File: src/rtl/clk_cfg_pkg.sv
package clk_cfg_pkg;
  typedef enum logic [1:0] {
    TM_SDR   = 2'd0,
    TM_DDR50 = 2'd1,
    TM_DDR52 = 2'd2,
    TM_HS400 = 2'd3
  } timing_e;

  typedef enum logic [1:0] {
    MD_SDR_DIV  = 2'd0,
    MD_SDR_FULL = 2'd1,
    MD_DDR      = 2'd2,
    MD_HS400    = 2'd3
  } mode_e;

  typedef enum logic [2:0] {
    ST_IDLE,
    ST_CALC_N,
    ST_CALC_B,
    ST_APPLY,
    ST_SETTLE
  } state_e;
endpackage

File: src/rtl/clk_cfg_divu.sv
module clk_cfg_divu #(
  parameter int W = 35
) (
  input  logic         clk,
  input  logic         rst_n,
  input  logic         start,
  input  logic [W-1:0] a,
  input  logic [W-1:0] b,
  output logic [W-1:0] q,
  output logic         done
);
  localparam int CW = $clog2(W + 1);

  logic [W-1:0]  rem_q, rem_d, quo_q, quo_d, b_q, b_d;
  logic [CW-1:0] cnt_q, cnt_d;
  logic          run_q, run_d, done_q, done_d;
  logic [W:0]    trial;
  logic          ge;

  assign trial = {rem_q, quo_q[W-1]};
  assign ge    = trial >= {1'b0, b_q};

  always_comb begin
    rem_d  = rem_q;
    quo_d  = quo_q;
    b_d    = b_q;
    cnt_d  = cnt_q;
    run_d  = run_q;
    done_d = 1'b0;
    if (start) begin
      rem_d = '0;
      quo_d = a;
      b_d   = b;
      cnt_d = CW'(W);
      run_d = 1'b1;
    end else if (run_q) begin
      rem_d = ge ? W'(trial - {1'b0, b_q}) : trial[W-1:0];
      quo_d = {quo_q[W-2:0], ge};
      cnt_d = cnt_q - 1'b1;
      if (cnt_q == CW'(1)) begin
        run_d  = 1'b0;
        done_d = 1'b1;
      end
    end
  end

  always_ff @(posedge clk or negedge rst_n) begin
    if (!rst_n) begin
      rem_q  <= '0;
      quo_q  <= '0;
      b_q    <= '0;
      cnt_q  <= '0;
      run_q  <= 1'b0;
      done_q <= 1'b0;
    end else begin
      rem_q  <= rem_d;
      quo_q  <= quo_d;
      b_q    <= b_d;
      cnt_q  <= cnt_d;
      run_q  <= run_d;
      done_q <= done_d;
    end
  end

  assign q    = quo_q;
  assign done = done_q;
endmodule

File: src/rtl/clk_cfg_tick.sv
module clk_cfg_tick #(
  parameter int PW = 10
) (
  input  logic          clk,
  input  logic          rst_n,
  input  logic          load,
  input  logic [PW-1:0] period,
  output logic          tick
);
  logic [PW-1:0] per_q, per_d, cnt_q, cnt_d;
  logic          run_q, run_d;

  always_comb begin
    per_d = per_q;
    run_d = run_q;
    cnt_d = cnt_q;
    if (load) begin
      per_d = period;
      run_d = 1'b1;
      cnt_d = '0;
    end else if (run_q) begin
      cnt_d = (cnt_q >= per_q - 1'b1) ? '0 : cnt_q + 1'b1;
    end
  end

  always_ff @(posedge clk or negedge rst_n) begin
    if (!rst_n) begin
      per_q <= '0;
      run_q <= 1'b0;
      cnt_q <= '0;
    end else begin
      per_q <= per_d;
      run_q <= run_d;
      cnt_q <= cnt_d;
    end
  end

  assign tick = run_q && (cnt_q == '0);
endmodule

File: src/rtl/clk_cfg_top.sv
module clk_cfg_top #(
  parameter int FW         = 32,
  parameter int IW         = 8,
  parameter int MAX_N      = 255,
  parameter int STABLE_CYC = 8
) (
  input  logic          clk,
  input  logic          rst_n,
  input  logic          apply_i,
  input  logic [FW-1:0] req_hz_i,
  input  logic [FW-1:0] src_hz_i,
  input  logic [1:0]    timing_i,
  input  logic [IW-1:0] irq_en_i,
  output logic [1:0]    mode_o,
  output logic [7:0]    div_o,
  output logic          half_rate_o,
  output logic [FW-1:0] bus_hz_o,
  output logic          card_tick_o,
  output logic          clk_stable_o,
  output logic          busy_o,
  output logic          done_o,
  output logic          tmo_recalc_o,
  output logic [IW-1:0] irq_en_o
);
  import clk_cfg_pkg::*;

  localparam int DW = FW + 3;
  localparam int NW = $clog2(MAX_N + 1);
  localparam int PW = NW + 2;
  localparam int SW = $clog2(STABLE_CYC + 1);

  state_e st_q, st_d;

  logic [FW-1:0] hz_q, bus_q, p_bus;
  logic [1:0]    tm_q, tm_p, mode_q, p_mode;
  logic [NW-1:0] div_q, p_div, n_q, n_sat;
  logic          half_q, p_half, stable_q, done_q;
  logic [PW-1:0] p_period;
  logic [FW-1:0] hz_p;
  logic [DW-1:0] src_p;
  logic [IW-1:0] irq_q, irq_save_q;
  logic [SW-1:0] cnt_q;

  logic [DW-1:0] req_x, src_x, four_hz, dv_a, dv_b, dv_q;
  logic          dv_start, dv_done;
  logic          changed, sdr_full, hs_half, ddr_quar, fast, ddr_p, settled;

  assign req_x    = DW'(req_hz_i);
  assign src_x    = DW'(src_hz_i);
  assign four_hz  = req_x << 2;
  assign changed  = apply_i && ((req_hz_i != hz_q) || (timing_i != tm_q));
  assign sdr_full = (timing_i == TM_SDR) && (req_x >= src_x);
  assign hs_half  = (timing_i == TM_HS400) && (req_x >= (src_x >> 1));
  assign ddr_quar = (timing_i != TM_SDR) && (req_x >= (src_x >> 2));
  assign fast     = sdr_full || hs_half || ddr_quar;
  assign ddr_p    = (tm_p != TM_SDR);
  assign settled  = (st_q == ST_SETTLE) && (cnt_q == SW'(STABLE_CYC - 1));

  always_comb begin
    if (dv_q > DW'(MAX_N))   n_sat = NW'(MAX_N);
    else if (dv_q == '0)     n_sat = NW'(1);
    else                     n_sat = dv_q[NW-1:0];
  end

  // Shared serial divider: ceil(src/(4*hz)) first, then floor(src/4)/N.
  assign dv_a     = (st_q == ST_IDLE) ? (src_x + four_hz - 1'b1) : (src_p >> 2);
  assign dv_b     = (st_q == ST_IDLE) ? four_hz : DW'(n_sat);
  assign dv_start = ((st_q == ST_IDLE) && changed && !fast) ||
                    ((st_q == ST_CALC_N) && dv_done);

  clk_cfg_divu #(.W(DW)) u_div (
    .clk(clk), .rst_n(rst_n), .start(dv_start),
    .a(dv_a), .b(dv_b), .q(dv_q), .done(dv_done)
  );

  clk_cfg_tick #(.PW(PW)) u_tick (
    .clk(clk), .rst_n(rst_n), .load(st_q == ST_APPLY),
    .period(p_period), .tick(card_tick_o)
  );

  always_comb begin
    st_d = st_q;
    unique case (st_q)
      ST_IDLE:   if (changed) st_d = fast ? ST_APPLY : ST_CALC_N;
      ST_CALC_N: if (dv_done) st_d = ST_CALC_B;
      ST_CALC_B: if (dv_done) st_d = ST_APPLY;
      ST_APPLY:  st_d = ST_SETTLE;
      ST_SETTLE: if (settled) st_d = ST_IDLE;
      default:   st_d = ST_IDLE;
    endcase
  end

  always_ff @(posedge clk or negedge rst_n) begin
    if (!rst_n) begin
      st_q       <= ST_IDLE;
      hz_q       <= '0;
      tm_q       <= '0;
      hz_p       <= '0;
      tm_p       <= '0;
      src_p      <= '0;
      n_q        <= '0;
      p_mode     <= '0;
      p_div      <= '0;
      p_half     <= 1'b0;
      p_bus      <= '0;
      p_period   <= '0;
      mode_q     <= '0;
      div_q      <= '0;
      half_q     <= 1'b0;
      bus_q      <= '0;
      stable_q   <= 1'b0;
      done_q     <= 1'b0;
      cnt_q      <= '0;
      irq_q      <= '0;
      irq_save_q <= '0;
    end else begin
      st_q   <= st_d;
      done_q <= settled;
      if (st_q == ST_IDLE && changed) begin
        hz_p       <= req_hz_i;
        tm_p       <= timing_i;
        src_p      <= src_x;
        irq_save_q <= irq_en_i;
        irq_q      <= '0;
        half_q     <= 1'b0;
        stable_q   <= 1'b0;
        p_half     <= hs_half;
        p_div      <= '0;
        if (sdr_full) begin
          p_mode   <= MD_SDR_FULL;
          p_bus    <= src_hz_i;
          p_period <= PW'(1);
        end else if (hs_half) begin
          p_mode   <= MD_HS400;
          p_bus    <= src_hz_i >> 1;
          p_period <= PW'(2);
        end else if (ddr_quar) begin
          p_mode   <= (timing_i == TM_HS400) ? MD_HS400 : MD_DDR;
          p_bus    <= src_hz_i >> 2;
          p_period <= PW'(4);
        end
      end else if (st_q == ST_IDLE) begin
        irq_q <= irq_en_i;
      end
      if (st_q == ST_CALC_N && dv_done) n_q <= n_sat;
      if (st_q == ST_CALC_B && dv_done) begin
        p_bus    <= dv_q[FW-1:0];
        p_div    <= ddr_p ? (n_q >> 1) : n_q;
        p_mode   <= !ddr_p ? MD_SDR_DIV : ((tm_p == TM_HS400) ? MD_HS400 : MD_DDR);
        p_period <= PW'({n_q, 2'b00});
      end
      if (st_q == ST_APPLY) begin
        mode_q <= p_mode;
        div_q  <= p_div;
        half_q <= p_half;
        bus_q  <= p_bus;
        cnt_q  <= '0;
      end
      if (st_q == ST_SETTLE) begin
        cnt_q <= cnt_q + 1'b1;
        if (settled) begin
          stable_q <= 1'b1;
          irq_q    <= irq_save_q;
          hz_q     <= hz_p;
          tm_q     <= tm_p;
        end
      end
    end
  end

  assign mode_o       = mode_q;
  assign div_o        = 8'(div_q);
  assign half_rate_o  = half_q;
  assign bus_hz_o     = bus_q;
  assign clk_stable_o = stable_q;
  assign busy_o       = (st_q != ST_IDLE);
  assign done_o       = done_q;
  assign tmo_recalc_o = done_q;
  assign irq_en_o     = irq_q;
endmodule

File: config.mk
export PLATFORM = sky130hd
export DESIGN_NAME = clk_cfg_top
export DESIGN_NICKNAME = d
export VERILOG_FILES = /design/src/rtl/clk_cfg_pkg.sv /design/src/rtl/clk_cfg_divu.sv /design/src/rtl/clk_cfg_tick.sv /design/src/rtl/clk_cfg_top.sv
export SDC_FILE = /design/constraint.sdc
export NUM_CORES = 1
export LEC_CHECK = 0
export BUFFER_PORTS_ARGS = -buffer_cell sky130_fd_sc_hd__buf_2
export CAP_MARGIN = 20
export CORE_MARGIN = 2
export CORE_UTILIZATION = 45
export CTS_CLUSTER_SIZE = 30
export DETAILED_ROUTE_END_ITERATION = 7
export PLACE_DENSITY = 0.64
export SKIP_CTS_REPAIR_TIMING = 1
export SLEW_MARGIN = 40
export SYNTH_ARGS = -nofsm -noshare
export SYNTH_HDL_FRONTEND = slang
export SYNTH_HIERARCHICAL = 1
export SYNTH_SLANG_ARGS = --single-unit
export TNS_END_PERCENT = 10
File: constraint.sdc
create_clock -name clk -period 3.3 [get_ports clk]
set_input_delay 0.825 -clock clk [delete_from_list [all_inputs] [get_ports clk]]
set_output_delay 0.825 -clock clk [all_outputs]
set_load 0.02 [all_outputs]
==> results of run 1 <==
-- layout by cell type (no fill, tap or decap), drive strengths merged, types with 14 or more instances in the layout --
cell	n
buf	463
nand2	419
dfrtp	361
o21ai	262
ha	209
inv	190
a21oi	157
nor2	130
mux2i	64
clkbuf	64
nand3	61
xor2	58
mux2	46
xnor2	44
o211ai	44
a21o	44
nand2b	42
nor3	39
a211oi	35
a22o	34
nor4	27
and3	27
nand4	22
nor2b	16
a2111oi	14
-- worst reg2reg max path, stage by stage, from the launching register on --
cell and delay, ns:
dfrtp_1 0.45, inv_1 0.10, ha_1 0.19, inv_1 0.06
fa_1 0.40, a211oi_2 0.23, o21a_2 0.20, a21oi_2 0.10
o2111ai_2 0.30, nand4_1 0.24, a21o_4 0.36, buf_12 0.19
mux2i_1 0.14, a211oi_1 0.27
-- flip-flops by register name, summed over array words and instances, names as in the netlist, 2 cells and up --
signal / cells
u_tick/per_q: 10
p_period: 10
p_div: 8
p_mode: 2
u_div/rem_q: 35
mode_o: 2
irq_en_o: 8
u_div/cnt_q: 6
tm_q: 2
u_tick/cnt_q: 10
u_div/b_q: 35
st_q: 3
bus_hz_o: 32
cnt_q: 4
hz_p: 32
tm_p: 2
u_div/q: 35
hz_q: 32
n_q: 8
irq_save_q: 8
p_bus: 32
src_p: 30
div_o: 8
-- metal layers --
metal	GRT usage (%)	part of all wire (%)	wire [µm]	up-vias
li1	-	-	-	10090
met2	41.97	45	33250	550
met3	3.671	5.0	3685	116
met1	38.56	47	34630	10190
met4	6.310	2.6	1875	2
met5	0	0.015	11	-
-- layout make-up --
cell class	count	area, µm²	share of cell area, %
flip-flops and latches	361	9037	30.43
well taps	680	850.8	2.865
inverters	194	768.2	2.587
repair buffers	469	3590	12.09
clock buffers	58	1234	4.154
multi-input cells	1961	13940	46.95
clock inverters	21	275.3	0.9269
-- metrics by stage --
step / util (%) / instance area, µm² / setup TNS (ns)
6_report: 57.89 / 29700 / -8.101
5_1_grt: 57.89 / 29700 / -18.45
4_1_cts: 56.22 / 28840 / -36.18
2_1_floorplan: - / 23710 / -27.42
3_3_place_gp: 53.28 / 27330 / -124.17
3_5_place_dp: 53.28 / 27330 / -135.54
-- power by group --
| part | internal [mW] | total, mW | switching (mW) |
|---|---|---|---|
| clock network | 3.04 | 5.06 | 2.02 |
| logic | 5.60 | 13.2 | 7.62 |
| registers | 6.15 | 7.47 | 1.32 |
| total | 14.8 | 25.8 | 11.0 |
-- Yosys cell counts (12+ instances only) --
| cell | number |
|---|---|
| nand2_1 | 419 |
| nor2_1 | 130 |
| a211oi_1 | 32 |
| nor2b_1 | 16 |
| o21ai_0 | 255 |
| o211ai_1 | 43 |
| xnor2_1 | 44 |
| ha_1 | 209 |
| inv_1 | 191 |
| clkbuf_1 | 99 |
| a21o_1 | 38 |
| nand3_1 | 61 |
| dfrtp_1 | 361 |
| xor2_1 | 58 |
| a21oi_1 | 153 |
| nor4_1 | 24 |
| mux2i_1 | 64 |
| buf_1 | 12 |
| nor3_1 | 38 |
| a2111oi_0 | 12 |
| o31ai_1 | 13 |
| nand2b_1 | 42 |
| and3_1 | 22 |
| nand4_1 | 22 |
| a22o_1 | 34 |
| mux2_2 | 45 |
-- how the worst max path moves through the flow --
stage,from,end,slack (ns)
6_report,src_hz_i[13],u_div/q[34],-0.21
5_1_grt,src_hz_i[10],u_div/q[34],-0.29
4_1_cts,src_hz_i[12],u_div/rem_q[2],-0.37
3_5_place_dp,src_hz_i[12],u_div/rem_q[32],-0.97
3_3_place_gp,src_hz_i[12],u_div/rem_q[32],-0.91
2_1_floorplan,src_hz_i[15],u_div/q[34],-0.41
-- cells by family (layout without fill, tap and decap cells) --
family                     after synthesis  after routing
buffers and inverters                  324            742
AOI/OAI and AO/OA                      710            710
and+or+nand+nor                        827            827
xor gates and xnor gates               102            102
muxes                                  110            110
DFF                                    361            361
adders and majority gates              211            211
other                                    1              1
==> results.toml, run 1 <==
[run_status]
status = "finished with violations"
violations = "negative setup slack"

[sta]
finalSetupViolCount = 119
slew_headroom_pct = 51.55
timing.hold.ws_ns = 0.1792
post-route-period-util_pct = 106.3
clock_skew_ns = 0.01987
tightestPinTransition_ns = 0.7249
setup_slack_ns = -0.2069
rsz0062_at_grt = "yes"
fmax_mhz = 285.2
slew_violations = 0
layout_min_cycle_time_ns = 3.507
hold_viol = 0

[synth]
seq_area_frac_synth_pct = 38.69
synth_area_leader_cell = "dfrtp_1"
synthMuxAreaShare_pct = 4.962
ys.flop_type = "dfrtp_1"
avgSynthCellArea_um2 = 8.825
synth.area.top_cells = "dfrtp_1 (39%), ha_1 (11%), nand2_1 (6.7%), o21ai_0 (5.5%), a21oi_1 (3.3%)"
synth-edff-count = 0
synth.top_cell.area_share_pct = 38.69
synth_xor_xnor_area_share_pct = 3.826
synthArstFlopShare_pct = 100.0
yosys_warnings = 6
synthAdderAreaFrac_pct = 11.37
synth_top_family_by_area = "compound AO/OA/AOI/OAI gates"
synthSimpleGateAreaFrac_pct = 16.16
synth_nets = 2934
synth-seq-cells = 361
yosysUniqueCellTypes = 98
synthCells = 2646
synth-compound-area-share_pct = 19.44
syn-cell-area_mm2 = 0.02335

[power_and_ir_drop]
peakVddDrop_v = 0.0005499
total_power_mw = 25.75
power_density_mw_per_mm2 = 867.1
leakagePower_nw = 14.50

[clock_network]
clock_sinks = 361
clock_path_buffers = 3
tritoncts = "yes"
htree_levels = 2
cts_root_buffer = "clkbuf_16"
clock_latency_ns = 0.59
path_clk_slew_ns = 0.06
numCtsBuffers = 44

[floorplan]
die_h_um = 231.8
dieArea_mm2 = 0.05373
rows = 83
pin_count = 133
floorplan.initialDensity_pct = 45.52
die_width_um = 231.8
coreArea_mm2 = 0.05130

[drt]
ant_nets = 0
dr_total_vias = 20950
first_pass_iters = 6
routed_wl_um = 73460
drt_iter0_drc = 1689
wl_per_cell_um = 19.62
route.detailed.drc = 0
vias_per_cell = 5.595

[place]
io_buffer_count = 132
place_ws_ns = -0.9671
dp_hpwl_um = 55530
gp_congestion = 0.9348
placed_cells = 3649

[layout]
drive_above_1_share_pct = 26.11
insertedDiodeCount = 0
syn_to_final_growth_pct = 27.18
n_fill_cell = 4552
fin_nets = 3319
final_cells = 3744

[global_route]
overflow = 0
grt_pass1_vias = 20130
grt_start_max_net_pins = 108
antenna_found_initial = 2
grtUsageTotal_pct = 26.60
grt_pass1_wl_um = 112400

[worst_setup_path]
crit_cells = 16
critical_path_required_ns = 3.77
rr_startpoint = "u_div/q[34]"
endpoint_kind = "flop"
reg2reg_slack_ns = -0.03
timing.rr.end = "u_div/rem_q[8]"
rr_worst_depth = 13
cp_cell_sequence = "buf_2 > inv_2 > ha_4 > inv_2 > ha_4 > a21o_1 > a21o_1 > a221oi_4 > o21ai_2 > a311o_2 > a31o_4 > a2111o_1 > a21oi_2 > mux2_4 > nand2_1 > o21ai_1"
cp_max_fo = 3
crit_family = "compound AO/OA/AOI/OAI gates"
max_stage_delay_ns = 0.39
critical_path_arrival_ns = 3.98
crit_path_start_kind = "input port"
cp_slowest_cell = "a2111o_1"
path_buf_inv = 3
crit_type = "input port to flop"

[hold_path]
min_path_type = "input port to asynchronous set/reset pin"

[run]
max_cap_violations = 0
Power figures use the tool's default switching activity.
==> run 2, diff against run 1 <==
--- a/config.mk
+++ b/config.mk
@@ -12,6 +12,7 @@
 export CTS_CLUSTER_SIZE = 30
 export DETAILED_ROUTE_END_ITERATION = 7
 export PLACE_DENSITY = 0.64
+export RECOVER_POWER = 50
 export SKIP_CTS_REPAIR_TIMING = 1
 export SLEW_MARGIN = 40
 export SYNTH_ARGS = -nofsm -noshare
==> run 2 against run 1 <==
The flow finishes with violations (max-capacitance violations, max-slew violations, negative setup slack); worst hold slack gained 0.26 ns; non-clock buffer count is the same; critical path depth is the same; sequential power is essentially flat; maximum frequency grew 0.16%; critical endpoint unchanged; largest cell class unchanged; largest power group unchanged.
==> results.toml, run 2 (synthesis gave the netlist of run 1 again) <==
[sta]
clock_skew_ns = 0.02037
finalSetupViolCount = 102
setup_slack_ns = -0.2012
slew_headroom_pct = -13.75
tightestPinTransition_ns = 1.706
fmax_mhz = 285.6
hold_viol = 0
layout_min_cycle_time_ns = 3.501
rsz0062_at_grt = "yes"
post-route-period-util_pct = 106.1
slew_violations = 60

[clock_network]
tritoncts = "yes"
clock_sinks = 361
path_clk_slew_ns = 0.06
htree_levels = 2
cts_root_buffer = "clkbuf_16"
clock_path_buffers = 3
clock_latency_ns = 0.59
numCtsBuffers = 44

[worst_setup_path]
path_buf_inv = 3
cp_slowest_cell = "a2111o_1"
cp_cell_sequence = "buf_2 > inv_2 > ha_4 > inv_2 > ha_4 > a21o_1 > a21o_1 > a221oi_4 > o21ai_2 > a311o_2 > a31o_4 > a2111o_1 > a21oi_2 > mux2_4 > nand2_1 > o21ai_1"
endpoint_kind = "flop"
max_stage_delay_ns = 0.38
crit_family = "compound AO/OA/AOI/OAI gates"
critical_path_required_ns = 3.77
rr_startpoint = "u_div/q[34]"
cp_max_fo = 3
crit_cells = 16
crit_path_start_kind = "input port"
timing.rr.end = "u_div/rem_q[8]"
reg2reg_slack_ns = -0.04
crit_type = "input port to flop"
critical_path_arrival_ns = 3.97
rr_worst_depth = 13

[layout]
insertedDiodeCount = 0
drive_above_1_share_pct = 26.08
mostFrequentLayoutCells = "nand2_1 (400), dfrtp_1 (360), buf_4 (307)"
final_common_cell = "nand2_1"
fin_nets = 3319
syn_to_final_growth_pct = 26.89
final_util_pct = 57.76

[global_route]
antenna_found_initial = 2
grt_pass1_wl_um = 112400
grtUsageTotal_pct = 26.60
top_usage_layer = "met2"
met3_usage_pct = 3.671
grt_start_max_net_pins = 108
overflow = 0
use_met1_pct = 38.56
met2_usage_pct = 41.97
grt_pass1_vias = 20130

[drt]
dr_total_vias = 20890
drt_iter0_drc = 1742
first_pass_iters = 5
ant_nets = 0
routed_wl_um = 73380
wl_per_cell_um = 19.60
route.detailed.drc = 0
vias_per_cell = 5.580

[floorplan]
die_h_um = 231.8
die_width_um = 231.8
floorplan.initialDensity_pct = 45.52
dieArea_mm2 = 0.05373
coreArea_mm2 = 0.05130
pin_count = 133
rows = 83

[place]
place_ws_ns = -0.9671
gp_congestion = 0.9348
io_buffer_count = 132
dp_hpwl_um = 55530

[run_status]
status = "finished with violations"
violations = "max-capacitance violations, max-slew violations, negative setup slack"

[power_and_ir_drop]
leakagePower_nw = 14.47
peakVddDrop_v = 0.0005465
power_density_mw_per_mm2 = 868.2

[hold_path]
hold-path-endpoint = "irq_save_q[0]"
min_path_type = "input port to flop"
worstHoldPathCells = 3
hold_start = "irq_en_i[0]"

[run]
max_cap_violations = 1
==> run 2: cell count changes in the layout (fill, tap and decap cells not counted), sizes merged <==
cell	previous run	this run
clkbuf	64	70
buf	463	457
==> run 2: worst max path at each step <==
stage | start | endpoint
after floorplan | src_hz_i[15] | u_div/q[34]
after global placement | src_hz_i[12] | u_div/rem_q[32]
after detailed placement | src_hz_i[12] | u_div/rem_q[32]
after CTS | src_hz_i[12] | u_div/rem_q[2]
after global routing | src_hz_i[10] | u_div/q[34]
final | src_hz_i[13] | u_div/q[34]
==> run 2: worst min-delay path, stage by stage <==
cell	delay, ns
buf_2	0.08
nand2_1	0.04
nand2_1	0.05
==> run 2: layer usage <==
metal / vias up / part of all wire (%)
met2: 526 / 45
met4: 2 / 2.6
met5: - / 0.015
met1: 10150 / 47
li1: 10090 / -
met3: 118 / 4.8
==> run 2: report_power, final <==
group / internal (mW) / switching (mW) / total [mW]
sequential: 6.15 / 1.32 / 7.47
combinational: 5.59 / 7.60 / 13.2
clock: 3.04 / 2.02 / 5.05
==> run 2: area by class of cell <==
class                           count  area [µm²]
Clock buffer                       58        1234
Clock inverter                     21       275.3
Fill cell                        4563       21670
Inverter                          194       768.2
Multi-Input combinational cell   1961       13940
Sequential cell                   361        9037
Tap cell                          680       850.8
Timing Repair Buffer              469        3523
==> run 2: stage by stage <==
stage | power [mW] | instances | TNS (ns) | area [µm²] | hold WS, ns
5_1_grt | 27.54 | 3744 | -18.55 | 29630 | 0.4242
4_1_cts | 25.14 | 3728 | -36.18 | 28840 | 0.1842
3_3_place_gp | 19.59 | 3649 | -124.17 | 27330 | 0.4440
2_1_floorplan | 16.07 | 2646 | -27.42 | 23710 | 0.4300
6_report | 25.72 | 3744 | -6.932 | 29630 | 0.4376
3_5_place_dp | 19.99 | 3649 | -135.54 | 27330 | 0.4418
